### src/rtl/dma4_flyby.sv
module dma4_flyby #(
  parameter int W = 16
) (
  input  logic         clk,
  input  logic         rst_n,
  input  logic         reg_wr,
  input  logic         reg_rd,
  input  logic [3:0]   reg_addr,
  input  logic [W-1:0] reg_wdata,
  output logic [W-1:0] reg_rdata,
  input  logic [3:0]   dev_req,
  output logic [3:0]   dev_ack,
  output logic         bus_req,
  input  logic         bus_grant,
  output logic [W-1:0] mem_addr,
  output logic         mem_rd,
  output logic         mem_wr,
  output logic         io_rd,
  output logic         io_wr,
  output logic         tc_end
);
  localparam int NCH = 4;

  typedef enum logic [1:0] {S_IDLE, S_HOLD, S_XFER} st_t;
  st_t st;

  logic [W-1:0] base_a [NCH];
  logic [W-1:0] base_c [NCH];
  logic [W-1:0] cur_a  [NCH];
  logic [W-1:0] cur_c  [NCH];
  logic [5:0]   mode   [NCH];
  logic [3:0]   cmd, mask, tc_st;
  logic [1:0]   act, last, start, pick, idx;
  logic         found;

  logic [3:0] req_act, elig, ack_hot;
  logic       xfer, is_tc, cont;
  logic [1:0] typ, span;

  assign req_act = dev_req ^ {NCH{cmd[2]}};
  assign elig    = req_act & ~mask & {NCH{~cmd[0]}};
  assign start   = cmd[1] ? last + 2'd1 : 2'd0;

  always_comb begin
    pick  = start;
    found = 1'b0;
    idx   = start;
    for (int i = 0; i < NCH; i++) begin
      idx = start + 2'(i);
      if (!found && elig[idx]) begin
        pick  = idx;
        found = 1'b1;
      end
    end
  end

  assign xfer  = (st == S_XFER);
  assign typ   = mode[act][1:0];
  assign span  = mode[act][5:4];
  assign is_tc = (cur_c[act] == '0);
  assign cont  = !is_tc && (span == 2'b10 || (span == 2'b00 && req_act[act]));

  assign ack_hot  = xfer ? (4'b0001 << act) : 4'b0000;
  assign dev_ack  = ack_hot ^ {NCH{cmd[3]}};
  assign bus_req  = (st != S_IDLE);
  assign mem_addr = xfer ? cur_a[act] : '0;
  assign mem_wr   = xfer && typ == 2'b01;
  assign io_rd    = xfer && typ == 2'b01;
  assign mem_rd   = xfer && typ == 2'b10;
  assign io_wr    = xfer && typ == 2'b10;
  assign tc_end   = xfer && is_tc;

  always_comb begin
    case (reg_addr[3:2])
      2'd0: reg_rdata = cur_a[reg_addr[1:0]];
      2'd1: reg_rdata = cur_c[reg_addr[1:0]];
      2'd2: reg_rdata = W'(mode[reg_addr[1:0]]);
      default: begin
        case (reg_addr[1:0])
          2'd0:    reg_rdata = W'(cmd);
          2'd2:    reg_rdata = W'(mask);
          2'd3:    reg_rdata = W'({req_act, tc_st});
          default: reg_rdata = '0;
        endcase
      end
    endcase
  end

  always_ff @(posedge clk or negedge rst_n) begin
    if (!rst_n) begin
      st    <= S_IDLE;
      act   <= 2'd0;
      last  <= 2'd3;
      cmd   <= '0;
      mask  <= '1;
      tc_st <= '0;
      for (int i = 0; i < NCH; i++) begin
        base_a[i] <= '0;
        base_c[i] <= '0;
        cur_a[i]  <= '0;
        cur_c[i]  <= '0;
        mode[i]   <= '0;
      end
    end else begin
      if (reg_rd && reg_addr == 4'd15) tc_st <= '0;
      if (reg_wr) begin
        case (reg_addr[3:2])
          2'd0: begin
            base_a[reg_addr[1:0]] <= reg_wdata;
            cur_a[reg_addr[1:0]]  <= reg_wdata;
          end
          2'd1: begin
            base_c[reg_addr[1:0]] <= reg_wdata;
            cur_c[reg_addr[1:0]]  <= reg_wdata;
          end
          2'd2: mode[reg_addr[1:0]] <= reg_wdata[5:0];
          default: begin
            case (reg_addr[1:0])
              2'd0:    cmd <= reg_wdata[3:0];
              2'd1:    mask[reg_wdata[1:0]] <= reg_wdata[2];
              2'd2:    mask <= reg_wdata[3:0];
              default: ;
            endcase
          end
        endcase
      end
      case (st)
        S_IDLE: if (|elig) st <= S_HOLD;
        S_HOLD: begin
          if (!(|elig)) st <= S_IDLE;
          else if (bus_grant) begin
            st  <= S_XFER;
            act <= pick;
          end
        end
        default: begin
          cur_a[act] <= mode[act][3] ? cur_a[act] - W'(1) : cur_a[act] + W'(1);
          cur_c[act] <= cur_c[act] - W'(1);
          if (is_tc) begin
            tc_st[act] <= 1'b1;
            if (mode[act][2]) begin
              cur_a[act] <= base_a[act];
              cur_c[act] <= base_c[act];
            end else begin
              mask[act] <= 1'b1;
            end
          end
          if (!cont) begin
            st   <= S_IDLE;
            last <= act;
          end
        end
      endcase
    end
  end
endmodule

### config.mk
export PLATFORM = sky130hd
export DESIGN_NAME = dma4_flyby
export DESIGN_NICKNAME = d
export VERILOG_FILES = /design/src/rtl/dma4_flyby.sv
export SDC_FILE = /design/constraint.sdc
export NUM_CORES = 1
export LEC_CHECK = 0
export BUFFER_PORTS_ARGS = -buffer_cell sky130_fd_sc_hd__buf_2
export CORE_MARGIN = 2
export CORE_UTILIZATION = 32
export CTS_BUF_LIST = sky130_fd_sc_hd__clkbuf_4
export DETAILED_ROUTE_END_ITERATION = 16
export PLACE_DENSITY = 0.49
export SLEW_MARGIN = 10
export SYNTH_ARGS = -nofsm -noshare
export SYNTH_HDL_FRONTEND = slang
export SYNTH_SLANG_ARGS = --single-unit
### constraint.sdc
create_clock -name clk -period 5.5 [get_ports clk]
set_input_delay 0.825 -clock clk [delete_from_list [all_inputs] [get_ports clk]]
set_output_delay 0.825 -clock clk [all_outputs]
set_load 0.01 [all_outputs]
# [Word level (Yosys, flattened, before mapping)]
# Index checks and enable logic that the tools add are counted.
# W data, S select, Z words.
[totals] ff_bits=298 latch_bits=0 ramBits=0 romBits=0 inputBits=29 output_inout_bits=42 word_cells=197 memories=0
[op_classes] addsub=7 multipliers=0 n_div=0 order_cmp=12 n_eq_ne=14 n_shift=1 muxes=90 bitwise=13 n_reduce_logical=34
[ops] op="$mux W64" count=10
[ops] op="$bwmux W64" count=8
[ops] op="$mux W16" count=16
[ops] op="$bmux W16 S2" count=6
[ops] op="$demux W16 S2" count=2
[ops] op="$pmux W16 S3" count=1
[ops] op="$mux W4" count=9
[ops] op="$sub A16 B1 Y16 const B" count=2
[ops] op="$mux W6" count=5
[ops] op="$bmux W6 S2" count=2
[ops] op="$bwmux W24" count=1
[ops] op="$pmux W8 S3" count=1
[ops] op="$lt A2 B3 Y1 const B" count=6
[ops] op="$add A16 B1 Y16 const B" count=1
[ops] op="$logic_not A16 Y1" count=1
[ops] op="$mux W2" count=8
[ops] op="$logic_and A1 B1 Y1" count=13
[ops] op="$demux W6 S2" count=1
[ops] op="$eq A2 B2 Y1 const B" count=6
[ops] op="$bmux W1 S2" count=5
[ops] op="$mux W1" count=10
[ops] op="$reduce_and A3 Y1" count=3
[ops] op="$and A4 B4 Y4" count=2
[ops] op="$eq A2 B1 Y1 const B" count=4
[ops] op="27 further kinds" count=48

# [Logic depth before layout (Yosys ltp)]
[depth] depth_word=15 mapped_depth=15 ltp_nobuf=10

# [Worst setup path after synthesis]
# Ideal clock, no wire load.
[synth_timing] path_type="register to register" from="register act[0]" to="register cur_a[61] (netlist bit)" setup_ns=0.082 arrival_time_ns=4.162 t_required_ns=5.418 slack_ns=1.257 path_stages_with_launch=15 path_buffers=6 period_less_slack_ns=4.243 cell_sequence="dfrtp_1 -> buf_6 -> buf_4 -> buf_2 -> buf_2 -> buf_2 -> mux4_2 -> ha_1 -> clkbuf_1 -> and3_1 -> nor4b_1 -> o211ai_1 -> nand3_1 -> or3b_2 -> a31oi_1"
[synth_between] elab_chain_len=11 elab_cells_between_ends=27 cone_classes="2 x add/sub; 2 x order compare; 20 x mux; 1 x bitwise; 2 x reduce/logical"
[synth_rtl] element="start, declared" line="33" source="logic [1:0] act, last, start, pick, idx;"
[synth_rtl] element="start signal, assigned" line="133" source="act <= pick;"
[synth_rtl] element="$not A2 Y3 (*)"
[synth_rtl] element="$bmux W16 S2" line="137" source="cur_a[act] <= mode[act][3] ? cur_a[act] - W'(1) : cur_a[act] + W'(1);"
[synth_rtl] element="$mux W16 (not written as such) (2 in a row)" line="137"
[synth_rtl] element="$add A16 B1 Y16 or $sub A16 B1 Y16 (tied branches)" line="137"
[synth_rtl] element="$mux W16" line="137"
[synth_rtl] element="$bwmux W64" line="137"
[synth_rtl] element="$bwmux W64" line="142" source="cur_a[act] <= base_a[act];"
[synth_rtl] element="$mux W64" line="141" source="if (mode[act][2]) begin"
[synth_rtl] element="$mux W64 (*)" line="139" source="if (is_tc) begin"
[synth_rtl] element="$mux W64 (*)" line="127" source="case (st)"
[synth_rtl] element="end signal, assigned by index" line="110" source="cur_a[reg_addr[1:0]] <= reg_wdata;"
[synth_rtl] element="end signal, assigned by index" line="137"
[synth_rtl] element="end signal, assigned by index" line="142"
[synth_rtl] element="end, declared" line="29" source="logic [W-1:0] cur_a [NCH];"
# Every way passes the cells marked *; elsewhere a longest branch is shown, timed or not. The select of a mux whose other input is x is not followed.
# A chain may end at the register's enable or synchronous reset.

# [Worst setup path after layout]
[layout_timing] from="register act[0]" to="output tc_end"
[layout_between] elab_chain_len=6
[layout_rtl] element="$not A2 Y3 (not written as such)" line="60" source="assign is_tc = (cur_c[act] == '0);"
[layout_rtl] element="$bmux W16 S2" line="60"
[layout_rtl] element="$mux W16 (not written as such) (2 in a row)" line="60"
[layout_rtl] element="$logic_not A16 Y1" line="60"
[layout_rtl] element="$logic_and A1 B1 Y1" line="71" source="assign tc_end = xfer && is_tc;"
[layout_rtl] element="end, declared" line="20" source="output logic tc_end"
# No other way between the ends. The select of a mux whose other input is x is not followed.

==> results.yml <==
synth:
  syn_inst: 1798
  ys.flop_type: "dfrtp_1"
  syn_area_um2: 17100
  synth-seq-area-share_pct: 43.7
  syn_avg_cell_area_um2: 9.49
  ys_warn_count: 0
  async_flop_share_pct: 100
  synth_fp_nets: 1847
  synth_top_area_cell: "dfrtp_1"
  synth.distinct_cells: 71
  synth_edf_count: 0
  synth.most_common_cell: "nand2_1"
  ys_top_cells_by_area: "dfrtp_1 43%, mux4_2 14%, nand2_1 13%, a21oi_1 3.1%, and3_1 2.5%"
  synth_top_area_share_pct: 42.8
  synth-seq-cells: 298
  synthTopCellsByCount: "579 x nand2_1, 292 x dfrtp_1, 106 x a21oi_1"
routing:
  routed-wl-met2_mm: 28.0
  routed-wl-met3_mm: 4.54
  drt_iter0_markers: 1476
  vias: 14712
  antenna_left: 0
  drc: 0
  wire_per_inst_um: 23.3
  top_layer: "met5"
  drt-met1-wl_mm: 27.5
  wirelength_mm: 61.5
  first_pass_iters: 8
  vias_per_cell: 5.59
finish:
  nets: 1914
  fin_util_pct: 36.6
  fillers: 5329
  drive_above_1_share_pct: 21.4
  areaGrowthSynthToFinish_pct: 12.8
setup_path:
  crit_path_cell_trace: "mux4_2 -> inv_1 -> ha_1 -> nor2b_1 -> o21ai_0 -> a2111oi_4 -> nand3_1 -> nor2_1 -> buf_2"
  critical_path.startpoint: "act[0]"
  critical_path_arrival_ns: 4.25
  r2r_start: "act[0]"
  cp_num_buf_inv: 2
  cp-start-kind: "flip-flop"
  crit_path_end_kind: "output pin"
  crit_fanout: 33
  cp_top_family: "flip-flops"
  slowest_stage: "dfrtp_4"
  crit_required_ns: 4.68
  path_class: "flip-flop to output pin"
  slowest_delay_ns: 0.91
sta:
  hold_ws_ns: 0.343
  fin_crit_sh_pct: 92.2
  setup_viol: 0
  slew-limit-headroom_pct: 16.5
  hold_viol: 0
  drv_slew: 0
  fmax_ghz: 0.197
  fin_skew_ns: 0.0760
  tns_ns: 0
  rsz0062_at_grt: "no"
  min_period_ns: 5.07
  tightestPinTransition_ns: 1.25
placed_design:
  gp_congestion: 0.843
  placement.io_buffers: 70
  dp_hpwl_mm: 39.2
clock_tree:
  cts_tree: "built"
  cts_root_buffer: "clkbuf_4"
  clock_sinks: 298
  cts_made_buffers: 88
  clkTransAtPathRegs_ns: 0.07
  cts.repair.resized: 0
  clk_latency_ns: 0.84
  clk_path_buf_depth: 3
  post_cts_buffers: 0
  htreeDepth: 3
floorplan:
  rows: 84
  start_util_pct: 32.4
  dieArea_um2: 55200
  die_y_um: 235
  fp.coreArea_um2: 52700
  io_pins: 71
  fp.dieW_um: 235
grt:
  grt_max_degree: 112
  grt_util_all_layers_pct: 22.3
  grt_pass1_vias: 14805
  grt_remaining_overflow: 0
  grt_pass1_wl_mm: 93.7
  grt_antenna_before_repair: 6
pwr:
  power.total_mw: 12.0
  vdd_ir_drop_max_v: 0.000288
  leakagePower_nw: 9.19
  pwr_density_cell_nw_per_um2: 626
min_path:
  hp-start: "reg_wdata[13]"
  hp-class: "input pin to flip-flop"
run_status:
  status: "complete, no violations"
run:
  maxCapViolCount: 0
-- area by class of cell --
type                            count  area (µm²)  share of cell area (%)
Antenna cell                        6        15.0                  0.0780
Clock buffer                      132         991                    5.15
Clock inverter                     32         154                   0.799
Inverter                           16        60.1                   0.312
Multi-Input combinational cell   1351        8990                    46.7
Sequential cell                   298        7470                    38.8
Tap cell                          688         861                    4.47
Timing Repair Buffer              110         713                    3.70
-- registers in the layout, summed over array words and instances, names as in the netlist --
signal  cells
base_a     64
cur_a      64
tc_st       4
cur_c      64
act         2
last        2
base_c     64
cmd         4
mask        4
st          2
mode       24
-- cells in the final DEF, fill, tap and decap left out, drive strengths merged, types with 12 or more instances in the layout --
master,count
o211ai,12
nor2,89
dfrtp,292
nand2,579
ha,19
mux2i,19
clkinv,27
nand3,12
and2,29
a21oi,109
xnor2,18
clkbuf,132
a21o,23
mux2,36
nor3,15
inv,20
o31ai,12
buf,109
a31oi,45
xor2,12
o21ai,38
mux4,104
and3,67
-- power by group --
part	internal, mW	switching [mW]
Clock	1.15	1.06
Sequential	2.96	0.722
Combinational	2.65	3.51
Total	6.76	5.29
-- worst register-to-register path, cell delays in order (launching register included) --
cell and delay (ns):
dfrtp_4 0.91, mux4_2 0.87, ha_1 0.43, a211o_1 0.28
a311oi_1 0.51, nor4b_1 0.21, o211ai_1 0.26, a21oi_1 0.09
nor3b_1 0.62, o31ai_1 0.17
-- final timing paths --
kind	to	slack, ns	depth (start not counted)
worst max register to register	cur_a[31]	1.03	9
min in group asynchronous	cur_a[50]	0.61	2
worst min-delay path	base_c[45]	0.34	3
worst max-delay path	tc_end	0.43	9
worst min register to register	base_c[26]	0.47	2
max in group asynchronous	base_a[15]	3.66	3
-- what timing repair did --
action | CTS | global route
endpoints found under the hold margin | 4 | 0
hold buffers | 1 | 0
endpoints found under the setup margin | 0 | 0
-- routing by layer --
metal / track usage (%) / up-vias
li1: - / 6527
met1: 31.0 / 7449
met2: 34.5 / 606
met3: 5.29 / 122
met4: 6.54 / 8
met5: 0 / -
-- cell families (layout without fill, tap and decap cells) --
kind of cell / after synthesis / count (layout) / share of synthesized area (%)
AOI/OAI and AO/OA: 295 / 295 / 10.9
muxes: 159 / 159 / 17.3
other: 0 / 6 / 0
xor gates and xnor gates: 30 / 30 / 1.54
DFF: 298 / 298 / 43.7
adders and majority gates: 20 / 20 / 1.51
buffers and inverters: 149 / 290 / 3.67
and+or+nand+nor: 847 / 847 / 21.4
-- stage by stage --
step	cells	area [µm²]	setup WS, ns
finish	2633	19300	0.429
global placement	2462	18100	1.17
detailed placement	2462	18100	1.12
CTS	2627	19200	0.382
floorplan	1798	17100	1.26
global route	2632	19300	0.114
Note: power is estimated with default switching activity, not from simulation.
